<file path="config.mk">
export PLATFORM = sky130hd
export DESIGN_NAME = i2c_mrx_ctrl
export DESIGN_NICKNAME = d
export VERILOG_FILES = /design/src/rtl/i2c_mrx_pkg.sv /design/src/rtl/mrx_bus_seq.sv /design/src/rtl/mrx_byte_buf.sv /design/src/rtl/i2c_mrx_ctrl.sv
export SDC_FILE = /design/constraint.sdc
export NUM_CORES = 1
export LEC_CHECK = 0
export ABC_CLOCK_PERIOD_IN_PS = 6000
export BUFFER_PORTS_ARGS = -buffer_cell sky130_fd_sc_hd__buf_2
export CAP_MARGIN = 20
export CORE_ASPECT_RATIO = 0.75
export CORE_MARGIN = 2
export CORE_UTILIZATION = 45
export CTS_BUF_LIST = sky130_fd_sc_hd__clkbuf_4 sky130_fd_sc_hd__clkbuf_8
export CTS_CLUSTER_DIAMETER = 60
export CTS_CLUSTER_SIZE = 25
export DETAILED_ROUTE_END_ITERATION = 12
export HOLD_SLACK_MARGIN = 0.1
export PLACE_DENSITY = 0.69
export RECOVER_POWER = 25
export SYNTH_ARGS = -nofsm -noshare
export SYNTH_HDL_FRONTEND = slang
export SYNTH_HIERARCHICAL = 1
export SYNTH_SLANG_ARGS = --single-unit
</file>
<file path="constraint.sdc">
create_clock -name clk -period 6 [get_ports clk]
set_clock_uncertainty 0.05 [all_clocks]
set_input_delay 1.8 -clock clk [delete_from_list [all_inputs] [get_ports clk]]
set_output_delay 1.8 -clock clk [all_outputs]
set_load 0.05 [all_outputs]
</file>
<file path="src/rtl/i2c_mrx_pkg.sv">
package i2c_mrx_pkg;
  typedef enum logic [2:0] {
    PH_IDLE    = 3'd0,
    PH_LOW     = 3'd1,
    PH_HIGH    = 3'd2,
    PH_STOP_LO = 3'd3,
    PH_STOP_HI = 3'd4
  } phase_e;
endpackage

</file>
<file path="src/rtl/mrx_bus_seq.sv">
module mrx_bus_seq
  import i2c_mrx_pkg::*;
#(
  parameter int LO_CYC = 5,
  parameter int HI_CYC = 4,
  parameter int FRAME  = 9,
  parameter int BIT_W  = 4
) (
  input  logic             clk,
  input  logic             rst_n,
  input  logic             start,
  input  logic             hold,
  input  logic             last_frame,
  input  logic             ack_level,
  output phase_e           state,
  output logic [BIT_W-1:0] bit_idx,
  output logic             rise_evt,
  output logic             stop_evt,
  output logic             scl_oe,
  output logic             sda_oe
);
  localparam int MAXC  = (LO_CYC > HI_CYC) ? LO_CYC : HI_CYC;
  localparam int CNT_W = $clog2(MAXC + 1);
  localparam logic [CNT_W-1:0] LO_LD = CNT_W'(LO_CYC - 1);
  localparam logic [CNT_W-1:0] HI_LD = CNT_W'(HI_CYC - 1);
  localparam logic [BIT_W-1:0] ACK_BIT = BIT_W'(FRAME);
  localparam logic [BIT_W-1:0] PRE_ACK = BIT_W'(FRAME - 1);

  logic [CNT_W-1:0] cnt;
  logic             ack_q;
  logic             cnt_done;

  assign cnt_done = (cnt == '0);
  // Stretch: the ack clock cannot rise while the previous byte is unread.
  assign rise_evt = (state == PH_LOW) && cnt_done && !((bit_idx == ACK_BIT) && hold);
  assign stop_evt = (state == PH_STOP_HI) && cnt_done;

  always_ff @(posedge clk or negedge rst_n) begin
    if (!rst_n) begin
      state   <= PH_IDLE;
      cnt     <= '0;
      bit_idx <= '0;
      ack_q   <= 1'b0;
    end else begin
      unique case (state)
        PH_IDLE: begin
          if (start) begin
            state   <= PH_LOW;
            cnt     <= LO_LD;
            bit_idx <= BIT_W'(1);
          end
        end
        PH_LOW: begin
          if (!cnt_done) begin
            cnt <= cnt - CNT_W'(1);
          end else if (rise_evt) begin
            state <= PH_HIGH;
            cnt   <= HI_LD;
          end
        end
        PH_HIGH: begin
          if (!cnt_done) begin
            cnt <= cnt - CNT_W'(1);
          end else if (bit_idx == ACK_BIT) begin
            state <= last_frame ? PH_STOP_LO : PH_LOW;
            cnt   <= LO_LD;
            if (!last_frame) bit_idx <= BIT_W'(1);
          end else begin
            state   <= PH_LOW;
            cnt     <= LO_LD;
            bit_idx <= bit_idx + BIT_W'(1);
            if (bit_idx == PRE_ACK) ack_q <= ack_level;
          end
        end
        PH_STOP_LO: begin
          if (!cnt_done) begin
            cnt <= cnt - CNT_W'(1);
          end else begin
            state <= PH_STOP_HI;
            cnt   <= HI_LD;
          end
        end
        PH_STOP_HI: begin
          if (!cnt_done) cnt <= cnt - CNT_W'(1);
          else           state <= PH_IDLE;
        end
        default: state <= PH_IDLE;
      endcase
    end
  end

  always_comb begin
    scl_oe = (state == PH_LOW) || (state == PH_STOP_LO);
    sda_oe = (state == PH_STOP_LO) || (state == PH_STOP_HI) ||
             (((state == PH_LOW) || (state == PH_HIGH)) && (bit_idx == ACK_BIT) && !ack_q);
  end

  // without a start the sequencer remains idle
  p_idle_hold_r2: assert property (@(posedge clk) disable iff (!rst_n)
    (state == PH_IDLE && !start) |=> (state == PH_IDLE));

  // the bit counter stays in 1..FRAME while the bus is clocked
  p_bit_range_r4: assert property (@(posedge clk) disable iff (!rst_n)
    (state == PH_LOW || state == PH_HIGH) |-> (bit_idx >= BIT_W'(1) && bit_idx <= ACK_BIT));

  // SDA does not move while SCL is high, except at the stop release
  p_sda_quiet_r10: assert property (@(posedge clk) disable iff (!rst_n)
    (!scl_oe && $past(!scl_oe) && state != PH_IDLE) |-> $stable(sda_oe));
endmodule

</file>
<file path="src/rtl/mrx_byte_buf.sv">
module mrx_byte_buf #(
  parameter int DW    = 8,
  parameter int BIT_W = 4
) (
  input  logic             clk,
  input  logic             rst_n,
  input  logic             start,
  input  logic             rise_evt,
  input  logic [BIT_W-1:0] bit_idx,
  input  logic             sda_in,
  input  logic             rx_ready,
  input  logic             last_rx,
  output logic [DW-1:0]    rx_data,
  output logic             rx_valid,
  output logic             last_frame
);
  localparam logic [BIT_W-1:0] DATA_END = BIT_W'(DW);
  localparam logic [BIT_W-1:0] ACK_BIT  = BIT_W'(DW + 1);

  logic [DW-1:0] shreg;
  logic          fin;

  always_ff @(posedge clk or negedge rst_n) begin
    if (!rst_n) begin
      shreg      <= '0;
      rx_data    <= '0;
      rx_valid   <= 1'b0;
      fin        <= 1'b0;
      last_frame <= 1'b0;
    end else begin
      if (rise_evt && bit_idx <= DATA_END) shreg <= {shreg[DW-2:0], sda_in};
      if (start) begin
        fin        <= last_rx;
        last_frame <= 1'b0;
      end else if (rise_evt && bit_idx == ACK_BIT) begin
        rx_data    <= shreg;
        rx_valid   <= 1'b1;
        last_frame <= fin;
        fin        <= 1'b0;
      end else if (rx_valid && rx_ready) begin
        rx_valid <= 1'b0;
        fin      <= last_rx;
      end
    end
  end

  // an unread byte is never overwritten
  p_data_hold_r7: assert property (@(posedge clk) disable iff (!rst_n)
    (rx_valid && $past(rx_valid)) |-> $stable(rx_data));
endmodule

</file>
<file path="src/rtl/i2c_mrx_ctrl.sv">
module i2c_mrx_ctrl
  import i2c_mrx_pkg::*;
#(
  parameter int DW     = 8,
  parameter int LO_CYC = 5,
  parameter int HI_CYC = 4
) (
  input  logic          clk,
  input  logic          rst_n,
  input  logic          rx_en,
  input  logic          ack_level,
  input  logic          last_rx,
  input  logic          rx_ready,
  output logic          rx_valid,
  output logic [DW-1:0] rx_data,
  output logic          stop_flag,
  output logic          scl_oe,
  output logic          sda_oe,
  input  logic          sda_in
);
  localparam int FRAME = DW + 1;
  localparam int BIT_W = $clog2(FRAME + 1);

  phase_e           state;
  logic [BIT_W-1:0] bit_idx;
  logic             rise_evt, stop_evt, last_frame, start;

  assign start = rx_en && rx_ready && !rx_valid && (state == PH_IDLE);

  mrx_bus_seq #(
    .LO_CYC(LO_CYC), .HI_CYC(HI_CYC), .FRAME(FRAME), .BIT_W(BIT_W)
  ) u_seq (
    .clk(clk), .rst_n(rst_n), .start(start), .hold(rx_valid),
    .last_frame(last_frame), .ack_level(ack_level), .state(state),
    .bit_idx(bit_idx), .rise_evt(rise_evt), .stop_evt(stop_evt),
    .scl_oe(scl_oe), .sda_oe(sda_oe)
  );

  mrx_byte_buf #(.DW(DW), .BIT_W(BIT_W)) u_buf (
    .clk(clk), .rst_n(rst_n), .start(start), .rise_evt(rise_evt),
    .bit_idx(bit_idx), .sda_in(sda_in), .rx_ready(rx_ready),
    .last_rx(last_rx), .rx_data(rx_data), .rx_valid(rx_valid),
    .last_frame(last_frame)
  );

  always_ff @(posedge clk or negedge rst_n) begin
    if (!rst_n)        stop_flag <= 1'b0;
    else if (stop_evt) stop_flag <= 1'b1;
    else if (start)    stop_flag <= 1'b0;
  end

  // a new byte appears together with the 9th rising SCL edge
  p_valid_on_rise_r6: assert property (@(posedge clk) disable iff (!rst_n)
    $rose(rx_valid) |-> $fell(scl_oe));

  // an unread byte keeps SCL low through the ack low phase
  p_stretch_r8: assert property (@(posedge clk) disable iff (!rst_n)
    (state == PH_LOW && bit_idx == BIT_W'(FRAME) && rx_valid) |=> scl_oe);

  // the stop flag rises exactly when SDA is let go with SCL high
  p_stop_release_r10: assert property (@(posedge clk) disable iff (!rst_n)
    $rose(stop_flag) |-> (!sda_oe && !scl_oe && $past(sda_oe)));

  // the flag only drops on a start
  p_flag_keep_r11: assert property (@(posedge clk) disable iff (!rst_n)
    $fell(stop_flag) |-> $past(start));
endmodule

</file>
==> summary.md <==
| Metric | Value |
|---|---|
| Most frequent standard cell in the layout excluding fill and tap cells | `sky130_fd_sc_hd__dfrtp_1` |
| Post-Synthesis Net Count | `164` |
| Multi-input logic area | `865 um^2` |
| Crit. Startpoint | `u_seq/bit_idx[1]` |
| Number of top-level design ports | `19` |
| Count of distinct cell types in the synthesized netlist | `45` |
| Most prevalent standard cell on the critical path | `sky130_fd_sc_hd__a21oi_1` |
| Post-CTS setup buffer count | `0` |
| Clock Tree Buf Depth | `2` |
| Crit path largest cell delay | `0.47 ns` |
| Status | `finished with violations` |
| Failing checks | `capacitance limit, slew limit` |
| Per-cell routed wire length | `14.4 um` |
| Max-Slew Margin vs Limit | `-5.94%` |
| Initial DRC count | `87` |
| Per-instance average area after synthesis | `11.2 um^2` |
| Total of max-cap violations | `1` |
| Cell Pwr Density | `208 nW/um^2` |
| Min Tclk post-route | `3.80 ns` |
| CTS HTree Levels | `2` |
| Summed instance area of the synthesized netlist | `1700 um^2` |
| Final routed DRC violation total | `0` |
| Growth of design area from synthesis to finish | `13.0%` |
| TritonCTS Buffers | `5` |
| Leakage dissipation | `0.000915 uW` |
| Flip-flop and latch count after synthesis | `31` |
| DRT antenna net count | `0` |
| Flip-flop and latch area | `776 um^2` |
| Die width | `74.9 um` |
| Antenna violations before repair | `0` |
| Half-perimeter wire length after detailed placement | `2.40 mm` |
| CP max stage cell | `sky130_fd_sc_hd__dfrtp_1` |
| Top cell family by delay on the critical path | `flip-flops` |
| Worst Setup End Kind | `output pin` |
| Cells traversed along the worst timing path | `inv_1 > ha_1 > nand3b_1 > nor2_1 > a21oi_1 > a21oi_1 > buf_2` |
| Maximum fanout count along the critical path | `7` |
| Hold path startpoint | `u_buf/shreg[7]` |
| Diodes inserted | `0` |
| First-pass detailed-route iteration total | `4` |
| Net switching power | `76.8 uW` |
| RSZ-0062 raised after global routing | `false` |
| Wire length of the first global-routing pass | `5.71 mm` |
| Critical path data arrival time | `1.95 ns` |
| Vias after detailed routing | `1248` |
| Worst-Margin Slew | `1.59 ns` |
| Async SR Flop Fraction | `100%` |
| Count of flip-flops with a built-in enable after synthesis | `0` |
| Final Max Tran Viols | `32` |
| Class of the tightest hold or removal check | `register to register` |
| Fraction of power spent switching nets | `19.3%` |
| Post-route fraction of the period consumed by the critical path | `63.3%` |
| Die outline area | `4290 um^2` |
| Clock tree from TritonCTS | `built` |
| Final-report hold violation count | `0` |
| Number of global-route vias before repair | `1235` |
| Cell Int Power | `322 uW` |
| Setup violations, final | `0` |
| Total negative setup slack | `0 ns` |
| Proportion of layout cells with a drive suffix above 1 | `31.4%` |
| Crit path kind | `register to output pin` |
| Number of vias per cell after detailed routing | `5.50` |
| Final weighted congestion in routability-driven placement | `0.902` |
| Primary flip-flop cell chosen by synthesis mapping | `sky130_fd_sc_hd__dfrtp_1` |
| Setup ws final | `2.20 ns` |
| Most used cells in the layout excluding fill and tap cells | `31 x sky130_fd_sc_hd__dfrtp_1, 20 x sky130_fd_sc_hd__mux2_2, 16 x sky130_fd_sc_hd__buf_2, 14 x sky130_fd_sc_hd__nor2_1, 12 x sky130_fd_sc_hd__nand2_1` |
| Effective utilization at floorplan | `46.7%` |
| WP data required | `4.15 ns` |
| Grt ovf | `0` |
| Total wire length after detailed routing | `3.26 mm` |
| Worst Path Buf+Inv | `2` |
| Count of clock tree sinks | `31` |
| Nets | `186` |
| IO Port Bufs | `18` |
| Total Routing Usage GR | `18.0%` |
| RR Startpoint | `u_seq/cnt[0]` |
| Gate Count Post-Synth | `152` |
| Crit start category | `register` |
| Fmax | `263 MHz` |
| Cell at the root of the clock tree | `sky130_fd_sc_hd__clkbuf_8` |
| Clock slew at the register clock pins of the worst setup and hold paths | `0.06 ns` |
| Maximum number of pins on one net before global-route repair | `32` |
| Share of total power in sequential cells | `53.0%` |
| Die Span Y | `57.2 um` |
| Filler cell count in the final layout | `320` |
| Post-CTS Hold Buffers | `0` |
| Combinational power share | `2.0%` |
| Number of placement rows | `19` |
| Clock insertion delay at the later pin of the skew report | `0.27 ns` |
| Number of warning messages in the yosys log | `6` |
| Core box area | `3640 um^2` |
| Worst slack, placed | `2.54 ns` |
| Clock share of power | `45.0%` |
| Final core area utilization | `52.8%` |
| CTS-repair resized insts | `0` |
| Worst-case vdd ir drop | `0.000135 V` |
| Sequential cell area fraction in the yosys report | `45.7%` |
[cells in the mapped netlist (2+ instances only)]
master | instances | area (um^2)
sky130_fd_sc_hd__inv_1 | 6 | 22.5
sky130_fd_sc_hd__nand2_1 | 12 | 45.0
sky130_fd_sc_hd__nand3b_1 | 2 | 15.0
sky130_fd_sc_hd__nor3_1 | 2 | 10.0
sky130_fd_sc_hd__ha_1 | 5 | 62.6
sky130_fd_sc_hd__nor2_1 | 14 | 52.6
sky130_fd_sc_hd__and3_1 | 3 | 18.8
sky130_fd_sc_hd__nand3_1 | 3 | 15.0
sky130_fd_sc_hd__dfrtp_1 | 31 | 776
sky130_fd_sc_hd__a31oi_1 | 2 | 12.5
sky130_fd_sc_hd__mux2_2 | 20 | 225
sky130_fd_sc_hd__o21a_1 | 2 | 15.0
sky130_fd_sc_hd__o21ai_0 | 9 | 45.0
sky130_fd_sc_hd__a21o_1 | 2 | 15.0
sky130_fd_sc_hd__a21oi_1 | 4 | 20.0
sky130_fd_sc_hd__nand2b_1 | 5 | 31.3
sky130_fd_sc_hd__mux2i_1 | 2 | 20.0
[worst register-to-register path, stage by stage (launching register included)]
cell	delay, ns
sky130_fd_sc_hd__dfrtp_1	0.42
sky130_fd_sc_hd__inv_1	0.11
sky130_fd_sc_hd__ha_1	0.24
sky130_fd_sc_hd__nand2b_2	0.15
sky130_fd_sc_hd__nor2_1	0.20
sky130_fd_sc_hd__and3_1	0.29
sky130_fd_sc_hd__nand4b_4	0.13
sky130_fd_sc_hd__nor3_4	0.38
sky130_fd_sc_hd__mux2_2	0.40
[worst paths after layout]
check	cells after the start	slack, ns	end
worst max-delay path	7	2.20	sda_oe
worst min-delay path	1	0.45	u_buf/shreg[7]
worst max register to register	8	3.53	u_buf/rx_data[6]
worst min register to register	1	0.45	u_buf/shreg[7]
max in group asynchronous	1	3.11	stop_flag
min in group asynchronous	1	1.87	u_seq/cnt[2]
[power groups by stage]
| stage | registers (uW) | logic [uW] | clock network, uW |
|---|---|---|---|
| after detailed placement | 215 | 8.57 | 0 |
| after CTS | 211 | 8.46 | 185 |
| after global routing | 211 | 9.49 | 196 |
| final | 211 | 7.81 | 179 |
| after floorplan | 215 | 1.83 | 0 |
| after global placement | 215 | 8.36 | 0 |
[layout make-up]
cell class                 count  share of cell area, %
sequential                    31                   40.4
timing repair buffer          18                   4.56
clock buffer                   8                   5.41
tap                           52                   3.39
multi-input combinational    112                   45.0
inverter                       6                   1.17
[registers in the layout, summed over array words and instances (netlist names)]
name / cells
u_seq/ack_q: 1
u_buf/shreg: 8
u_seq/bit_idx: 4
u_buf/fin: 1
u_seq/state: 3
u_buf/rx_valid: 1
stop_flag: 1
u_buf/last_frame: 1
u_seq/cnt: 3
u_buf/rx_data: 8
[kinds of logic (layout without fill, tap and decap cells)]
family	count (synthesis)	count (layout)	share of synthesized area, %
simple gates	57	57	21.4
flops	31	31	45.7
compound gates	28	28	11.5
mux	22	22	14.4
buf+inv	9	32	3.24
fa+ha+maj	5	5	3.68
[stage by stage]
step           hold slack [ns]  total power, uW  instance area [um^2]  std cells
3_5_place_dp             0.443              224                  1820        219
5_1_grt                  0.482              417                  1920        227
2_1_floorplan            0.424              217                  1700        152
4_1_cts                  0.456              405                  1920        227
6_report                 0.451              399                  1920        227
3_3_place_gp             0.436              223                  1820        219
[layer usage]
layer | global-route usage (%) | up-vias | share of wire (%)
met3 | 5.30 | 8 | 6.7
met5 | 0 | - | 0
met1 | 24.3 | 607 | 46
met4 | 9.18 | 0 | 2.3
met2 | 26.2 | 44 | 45
li1 | - | 589 | -
Note: power is estimated with default switching activity, not from simulation.
